File: config.mk
export PLATFORM = sky130hd
export DESIGN_NAME = patch_chain_walker
export DESIGN_NICKNAME = d
export VERILOG_FILES = /design/src/rtl/pcw_pkg.sv /design/src/rtl/pcw_hdr_decode.sv /design/src/rtl/pcw_entry_match.sv /design/src/rtl/pcw_result_reg.sv /design/src/rtl/patch_chain_walker.sv
export SDC_FILE = /design/constraint.sdc
export NUM_CORES = 1
export LEC_CHECK = 0
export CORE_MARGIN = 4
export CORE_UTILIZATION = 42
export DETAILED_ROUTE_END_ITERATION = 10
export GPL_TIMING_DRIVEN = 0
export PLACE_DENSITY = 0.81
export SLEW_MARGIN = 20
export SYNTH_ARGS = -nofsm -noshare
export SYNTH_HDL_FRONTEND = slang
export SYNTH_SLANG_ARGS = --single-unit
File: constraint.sdc
create_clock -name clk -period 2.61 [get_ports clk]
set_clock_uncertainty 0.05 [all_clocks]
set_input_delay 0.6525 -clock clk [delete_from_list [all_inputs] [get_ports clk]]
set_output_delay 0.6525 -clock clk [all_outputs]
set_load 0.02 [all_outputs]
File: src/rtl/pcw_pkg.sv
package pcw_pkg;
  localparam int CNT_LSB  = 16;
  localparam int CNT_W    = 4;
  localparam int LINK_LSB = 25;
  localparam int LINK_W   = 7;

  typedef enum logic [2:0] {
    ST_IDLE,
    ST_CHECK,
    ST_HDR_REQ,
    ST_HDR_WAIT,
    ST_ENT_REQ,
    ST_ENT_WAIT,
    ST_ADVANCE,
    ST_FINISH
  } walk_state_t;
endpackage

File: src/rtl/pcw_hdr_decode.sv
module pcw_hdr_decode
  import pcw_pkg::*;
#(
  parameter int WORD_W = 32
) (
  input  logic [WORD_W-1:0] word,
  output logic [CNT_W-1:0]  ent_cnt,
  output logic [LINK_W-1:0] link_size
);
  assign ent_cnt   = word[CNT_LSB +: CNT_W];
  assign link_size = word[LINK_LSB +: LINK_W];
endmodule

File: src/rtl/pcw_entry_match.sv
module pcw_entry_match #(
  parameter int WORD_W = 32,
  parameter int TGT_W  = WORD_W/2 + 1,
  parameter logic [TGT_W-1:0] CMP_ADDR = 'h769A
) (
  input  logic [WORD_W-1:0] word,
  output logic              hit
);
  localparam int HALF_W = WORD_W/2;
  logic [TGT_W-1:0] target;
  // halfword index to byte address
  assign target = {word[WORD_W-1 -: HALF_W], 1'b0};
  assign hit    = (target == CMP_ADDR);
endmodule

File: src/rtl/pcw_result_reg.sv
module pcw_result_reg (
  input  logic clk,
  input  logic rst_n,
  input  logic walk_begin,
  input  logic pre_flag,
  input  logic hit_en,
  input  logic err_set,
  input  logic fin_set,
  output logic match_q,
  output logic err_q,
  output logic checked_q
);
  logic match_d, err_d, checked_d;

  always_comb begin
    match_d   = match_q;
    err_d     = err_q;
    checked_d = checked_q;
    if (walk_begin) begin
      match_d = pre_flag;
      err_d   = 1'b0;
    end else begin
      if (hit_en)  match_d   = 1'b1;
      if (err_set) err_d     = 1'b1;
      if (fin_set) checked_d = 1'b1;
    end
  end

  always_ff @(posedge clk or negedge rst_n) begin
    if (!rst_n) begin
      match_q   <= 1'b0;
      err_q     <= 1'b0;
      checked_q <= 1'b0;
    end else begin
      match_q   <= match_d;
      err_q     <= err_d;
      checked_q <= checked_d;
    end
  end


  result_hold_chk: assert property (@(posedge clk) disable iff (!rst_n)
    checked_q |=> ($stable(match_q) && $stable(err_q) && checked_q));
endmodule

File: src/rtl/patch_chain_walker.sv
module patch_chain_walker
  import pcw_pkg::*;
#(
  parameter int WORD_W    = 32,
  parameter int ADDR_W    = 8,
  parameter int TOP_WORD  = 191,
  parameter int FLAG_BIT  = 7,
  parameter int TGT_W     = WORD_W/2 + 1,
  parameter logic [TGT_W-1:0] CMP_ADDR = 'h769A
) (
  input  logic              clk,
  input  logic              rst_n,
  input  logic              start,
  input  logic [WORD_W-1:0] size_word,
  input  logic [WORD_W-1:0] status_word,
  output logic              rd_req,
  output logic [ADDR_W-1:0] rd_addr,
  input  logic              rd_valid,
  input  logic [WORD_W-1:0] rd_data,
  output logic              busy,
  output logic              done,
  output logic              match,
  output logic              error
);
  localparam logic [ADDR_W-1:0] TOP_A = ADDR_W'(TOP_WORD);

  walk_state_t state_q, state_d;
  logic [ADDR_W-1:0] addr_q;
  logic [LINK_W-1:0] size_q, link_q;
  logic [CNT_W-1:0]  cnt_q, idx_q;

  logic [CNT_W-1:0]  hdr_cnt;
  logic [LINK_W-1:0] hdr_link;
  logic              ent_hit;
  logic              checked;

  logic ld_start, ld_hdr, inc_idx, ld_adv;
  logic walk_begin, hit_en, err_set, fin_set;
  logic last_ent;

  pcw_hdr_decode #(.WORD_W(WORD_W)) u_hdr (
    .word(rd_data), .ent_cnt(hdr_cnt), .link_size(hdr_link)
  );

  pcw_entry_match #(.WORD_W(WORD_W), .TGT_W(TGT_W), .CMP_ADDR(CMP_ADDR)) u_ent (
    .word(rd_data), .hit(ent_hit)
  );

  pcw_result_reg u_res (
    .clk(clk), .rst_n(rst_n),
    .walk_begin(walk_begin), .pre_flag(status_word[FLAG_BIT]),
    .hit_en(hit_en), .err_set(err_set), .fin_set(fin_set),
    .match_q(match), .err_q(error), .checked_q(checked)
  );

  assign last_ent = ({1'b0, idx_q} + 1'b1) == {1'b0, cnt_q};

  always_comb begin
    state_d    = state_q;
    rd_req     = 1'b0;
    rd_addr    = addr_q;
    ld_start   = 1'b0;
    ld_hdr     = 1'b0;
    inc_idx    = 1'b0;
    ld_adv     = 1'b0;
    walk_begin = 1'b0;
    hit_en     = 1'b0;
    err_set    = 1'b0;
    fin_set    = 1'b0;
    done       = 1'b0;
    unique case (state_q)
      ST_IDLE: if (start) begin
        if (checked) begin
          state_d = ST_FINISH;
        end else begin
          ld_start   = 1'b1;
          walk_begin = 1'b1;
          state_d    = ST_CHECK;
        end
      end
      ST_CHECK: state_d = (size_q == '0) ? ST_FINISH : ST_HDR_REQ;
      ST_HDR_REQ: begin
        rd_req  = 1'b1;
        state_d = ST_HDR_WAIT;
      end
      ST_HDR_WAIT: if (rd_valid) begin
        ld_hdr = 1'b1;
        if (ADDR_W'(hdr_cnt) > addr_q) begin
          err_set = 1'b1;
          state_d = ST_FINISH;
        end else if (hdr_cnt == '0) begin
          state_d = ST_ADVANCE;
        end else begin
          state_d = ST_ENT_REQ;
        end
      end
      ST_ENT_REQ: begin
        rd_req  = 1'b1;
        rd_addr = addr_q - ADDR_W'(idx_q) - ADDR_W'(1);
        state_d = ST_ENT_WAIT;
      end
      ST_ENT_WAIT: if (rd_valid) begin
        hit_en  = ent_hit;
        inc_idx = 1'b1;
        state_d = last_ent ? ST_ADVANCE : ST_ENT_REQ;
      end
      ST_ADVANCE: begin
        if (ADDR_W'(size_q) > addr_q) begin
          err_set = 1'b1;
          state_d = ST_FINISH;
        end else begin
          ld_adv  = 1'b1;
          state_d = ST_CHECK;
        end
      end
      ST_FINISH: begin
        done    = 1'b1;
        fin_set = 1'b1;
        state_d = ST_IDLE;
      end
      default: state_d = ST_IDLE;
    endcase
  end

  assign busy = (state_q != ST_IDLE);

  always_ff @(posedge clk or negedge rst_n) begin
    if (!rst_n) begin
      state_q <= ST_IDLE;
      addr_q  <= '0;
      size_q  <= '0;
      link_q  <= '0;
      cnt_q   <= '0;
      idx_q   <= '0;
    end else begin
      state_q <= state_d;
      if (ld_start) begin
        addr_q <= TOP_A;
        size_q <= size_word[LINK_W-1:0];
      end else if (ld_adv) begin
        addr_q <= addr_q - ADDR_W'(size_q);
        size_q <= link_q;
      end
      if (ld_hdr) begin
        cnt_q  <= hdr_cnt;
        link_q <= hdr_link;
        idx_q  <= '0;
      end else if (inc_idx) begin
        idx_q  <= idx_q + 1'b1;
      end
    end
  end


  req_pulse_chk: assert property (@(posedge clk) disable iff (!rst_n)
    rd_req |=> !rd_req);

  cached_noread_chk: assert property (@(posedge clk) disable iff (!rst_n)
    checked |-> !rd_req);

  done_pulse_chk: assert property (@(posedge clk) disable iff (!rst_n)
    done |=> !done);

  addr_range_chk: assert property (@(posedge clk) disable iff (!rst_n)
    rd_req |-> (rd_addr <= TOP_A));

  err_ends_walk_chk: assert property (@(posedge clk) disable iff (!rst_n)
    (err_set) |=> (done && !rd_req));
endmodule

# Yosys cells after proc, flatten, opt, wreduce, memory -nomap -nowiden
# Index checks and enable logic that the tools add are counted.
# totals
regBits	36
elab_cells	77
# classes
magnitude_cmp	2
n_bitwise	1
add_sub_neg	5
reduce_logical	11
mux	37
eq_ne	12
# ops
op	count
8-bit two-way mux	3
3-bit one-hot mux with 8 select lines	1
1-bit two-way mux	19
3-bit two-way mux	6
16-bit by 14-bit equality test with 1-bit output (second input constant)	1
7-bit two-way mux	2
3-bit equality test (second input constant)	4
4-bit by 8-bit > comparator with 1-bit output	1
7-bit by 8-bit > comparator with 1-bit output	1
4-bit two-way mux	2
2-bit nonzero test	4
8-bit by 1-bit subtractor with 8-bit output (second input constant)	1
8-bit by 4-bit subtractor with 8-bit output	1
8-bit by 7-bit subtractor with 8-bit output	1
7-bit zero test	1
3-bit by 2-bit equality test with 1-bit output (second input constant)	2
2-bit two-way mux	3
2-bit inequality test (second input constant)	3
4-bit by 1-bit adder with 5-bit output (second input constant)	1
5-bit by 4-bit equality test with 1-bit output	1
4-bit by 1-bit adder with 4-bit output (second input constant)	1
4-bit zero test	1
3-bit by 1-bit equality test with 1-bit output (second input constant)	1
3-bit zero test	1
6 further kinds	6

# Depth between registers and ports, before layout
# depth
word_depth	6
depth_mapped	10
depth_no_buf	9

# Cells and area by module
# From an unflattened synthesis, not the netlist that was laid out.
# unflattened
cells_unflattened	290
area_unflattened_um2	2723.9
# by_module_without_submodules
module	area_each_um2	cells_each	seq_area_each_um2	n_inst
patch_chain_walker	2479.9	264	825.8	1
pcw_result_reg	106.4	10	75.1	1
pcw_hdr_decode	82.6	11	0.0	1
pcw_entry_match	55.1	5	0.0	1

# Worst setup path before layout
# No wires, ideal clock.
# synth_timing
path_kind	flip-flop to output port
from	reg idx_q[0]
to	out rd_addr[6]
n_path_buf	0
setup_slack_ps	-130
arrival_ps	2037
stages_incl_launch_ff	8
path_cell_list	dfrtp_1 > inv_1 > ha_1 > fa_1 > a21o_1 > a211oi_1 > nand2_1 > xnor2_1
# synth_between
elab_chain_len	3
# synth_rtl
element	line_no	rtl
start: declaration	patch_chain_walker.sv:30	logic [CNT_W-1:0] cnt_q, idx_q;
start signal: assignment	patch_chain_walker.sv:149	idx_q <= idx_q + 1'b1;
8-bit by 4-bit subtractor with 8-bit output	patch_chain_walker.sv:99	rd_addr = addr_q - ADDR_W'(idx_q) - ADDR_W'(1);
8-bit by 1-bit subtractor with 8-bit output	patch_chain_walker.sv:99	
8-bit two-way mux	patch_chain_walker.sv:71	unique case (state_q)
end: declaration	patch_chain_walker.sv:17	output logic [ADDR_W-1:0] rd_addr,
# Every way passes these cells.

# Worst setup path in the final report
# layout_timing
from	reg addr_q[0]
to	out rd_addr[6]
# layout_between
elab_chain_len	3
# layout_rtl
element	line_no	rtl
start: declaration	patch_chain_walker.sv:28	logic [ADDR_W-1:0] addr_q;
start signal: assignment	patch_chain_walker.sv:141	addr_q <= addr_q - ADDR_W'(size_q);
8-bit by 4-bit subtractor with 8-bit output	patch_chain_walker.sv:99	
8-bit by 1-bit subtractor with 8-bit output	patch_chain_walker.sv:99	
8-bit two-way mux	patch_chain_walker.sv:71	
# Every way passes these cells.

==> metrics <==
run status=complete, but fails checks; violated checks=negative setup slack; Skew-Pair Late Insertion Delay=290 ps; CTS tree=yes; relative max-transition margin=64.0%; Max Root-Sink Buffers=2; CTS H-tree lvls=2; DR WL/cell=15.5 um; arrival time at the worst endpoint=2090 ps; post-route cell area=3190 um^2; Seq/Total Area, Yosys=36.8%; P&R area growth vs syn=30.3%; DIE HEIGHT=84.4 um; cell family with most CP delay=adder cells; critical-path cell list=ha_4 > fa_2 > a21o_1 > a211oi_2 > nand2_1 > xnor2_2 > buf_4; slowest CP cell=dfrtp_1; Setup crit start kind=flip-flop; power per cell area=1370 nW/um^2; Max Slew Vio Count=0; clock sink total=36; worst setup margin=-180 ps; clk slew on worst S/H paths=70 ps; Least-Margin Pin Slew=540 ps; detailed placement HPWL=4620 um; critical path data required time=1910 ps; CTS root buf=clkbuf_8; Hold Fails Final Rpt=0; core area=5570 um^2; fin crit period=2790 ps; Via Count=2246; CP max stage delay=410 ps; crit-path max FO=2; fin crit share=107%; setup TNS=-388 ps; Post-DP Area=2980 um^2; critical path endpoint category=primary output; hold_buf cts=0; Initial Utilization=44.0%; post-synthesis area per instance=8.84 um^2; TritonCTS buffer count=5; remaining global-route overflow=0; die width=84.4 um; share of layout cells above drive strength 1=18.3%; post-layout util=57.3%; Max-Cap Viols=0; largest net degree at the start of global routing=20; non-filler cells, final=406; Nets=452; PortBufs=40; CP bufs+invs=1; placed instance count=390; number of global-route vias before repair=2184; Pre-Repair DR Iteration Count=4; drc violations=0; 1st-iter DRT viols=165; All-Layer GR Usage=17.5%; WL final=6310 um; die area=7120 um^2; antenna-violating nets left=0; Worst VDD drop=0.000586 V; initial antenna violation count=0; Via-to-Cell Ratio=5.53; pre-CTS setup slack=-608 ps; Hold Path Class=in2async; leakage=1.43 nW; #FFs+latches synth=36; Core Rows=27; Antenna Cells=0; Crit Path Class=reg2out; Final setup viols=3; global-route wire length before repair=9970 um; syn_nets=395; Warnings, synthesis=0; Cells after Synth=277; Post-Syn Area=2450 um^2; Netlist cell types=41; gpl congestion=0.878; Fmax=0.358 GHz; I/O pin cnt=113; RSZ-0062 raised after global routing=true
==> area by class of cell <==
cell class                 count  area (um^2)
clock buffer                   7         96.3
inverter                      20         75.1
multi-input combinational    212         1500
buffer                         7         37.5
tap                           72         90.1
timing repair buffer          52          487
fill                         506         2380
sequential                    36          906
==> cell usage in the layout (no fill, tap or decap), types with 8 or more instances in the layout <==
cell / Yosys / layout
nor2_1: 26 / 25
clkdlybuf4s50_1: 0 / 30
mux2_2: 10 / 10
dfrtp_1: 36 / 32
xnor2_1: 9 / 8
ha_1: 16 / 14
a21oi_1: 20 / 19
o21ai_0: 19 / 17
inv_1: 20 / 18
buf_4: 0 / 15
xor2_1: 8 / 8
nand2_1: 24 / 23
==> metrics by stage <==
stage / total power, mW / hold WS (ps)
6_report: 4.36 / 260
5_1_grt: 4.71 / 284
4_1_cts: 4.23 / 269
3_5_place_dp: 3.69 / 410
3_3_place_gp: 3.59 / 402
2_1_floorplan: 2.94 / 307
==> registers in the layout, indices dropped and copies added (netlist names) <==
name             count
state_q              3
idx_q                4
u_res.err_q          1
u_res.checked_q      1
u_res.match_q        1
cnt_q                4
addr_q               8
link_q               7
size_q               7
==> metal layers <==
metal,vias up,track usage [%],routed length (um)
met2,76,30.0,3140
met4,0,7.91,95
met1,1065,20.8,2710
met5,-,0,0
li1,1091,-,-
met3,14,4.22,373
==> cell families (layout without fill, tap and decap cells) <==
family | Yosys count | after routing | share of synthesized area (%)
AOI/OAI and AO/OA | 68 | 68 | 17.0
xor gates and xnor gates | 17 | 17 | 6.08
adders and majority gates | 18 | 18 | 9.81
buffers and inverters | 29 | 86 | 4.80
DFF | 36 | 36 | 36.8
muxes | 17 | 17 | 7.46
and+or+nand+nor | 92 | 92 | 18.1
==> worst paths after layout <==
path	end	slack (ps)	cells after the start	start
max in group asynchronous	state_q[0]	1790	2	rst_n
worst max register to register	addr_q[4]	150	12	addr_q[0]
worst min register to register	u_res.checked_q	420	1	u_res.checked_q
worst max-delay path	rd_addr[6]	-180	7	addr_q[0]
worst min-delay path	cnt_q[3]	260	1	rst_n
min in group clk	u_res.checked_q	420	1	u_res.checked_q
==> worst reg2reg max path, stage by stage, from the launching register on <==
cell	delay (ps)
dfrtp_1	390
buf_4	130
buf_4	100
inv_1	50
ha_1	230
fa_1	410
nor2b_1	170
o31a_1	230
o21ai_2	110
buf_6	160
a211oi_1	220
a21oi_1	60
nand2_1	70
==> timing repair <==
item | CTS | global route
setup buffers | 6 | 5
setup endpoints to repair | 11 | 9
hold endpoints to repair | 0 | 0
pin swaps | 8 | 3
resized for setup | 48 | 8
==> synthesized netlist by cell type <==
library cell	instances	area, um^2
a211oi_1	2	15.0
a21boi_0	1	7.51
a21o_1	4	30.0
a21oi_1	20	100
a22o_1	2	17.5
a2bb2oi_1	1	8.76
a31oi_1	3	18.8
and2_1	1	6.26
buf_2	1	5.00
buf_6	1	11.3
clkbuf_1	7	26.3
dfrtp_1	36	901
fa_1	2	40.0
ha_1	16	200
inv_1	20	75.1
mux2_2	10	113
mux2i_1	7	70.1
nand2_1	24	90.1
nand2b_1	2	12.5
nand3_1	5	25.0
nand3b_1	1	7.51
nand4_1	3	18.8
nand4b_1	2	17.5
nor2_1	26	97.6
nor2b_1	4	25.0
nor3_1	9	45.0
nor3b_1	1	7.51
nor4_1	7	43.8
nor4b_1	1	8.76
o211ai_1	6	45.0
o21a_1	5	37.5
o21ai_0	19	95.1
o21ai_2	1	8.76
o22ai_1	1	6.26
o31a_1	2	17.5
o41ai_1	1	8.76
or2_1	1	6.26
or2_2	3	18.8
or3_1	2	12.5
xnor2_1	9	78.8
xor2_1	8	70.1
==> where the power goes <==
| part | internal (mW) | switching [mW] |
|---|---|---|
| clock network | 0.235 | 0.198 |
| logic | 1.31 | 1.47 |
| registers | 0.847 | 0.306 |
Power figures use the tool's default switching activity.
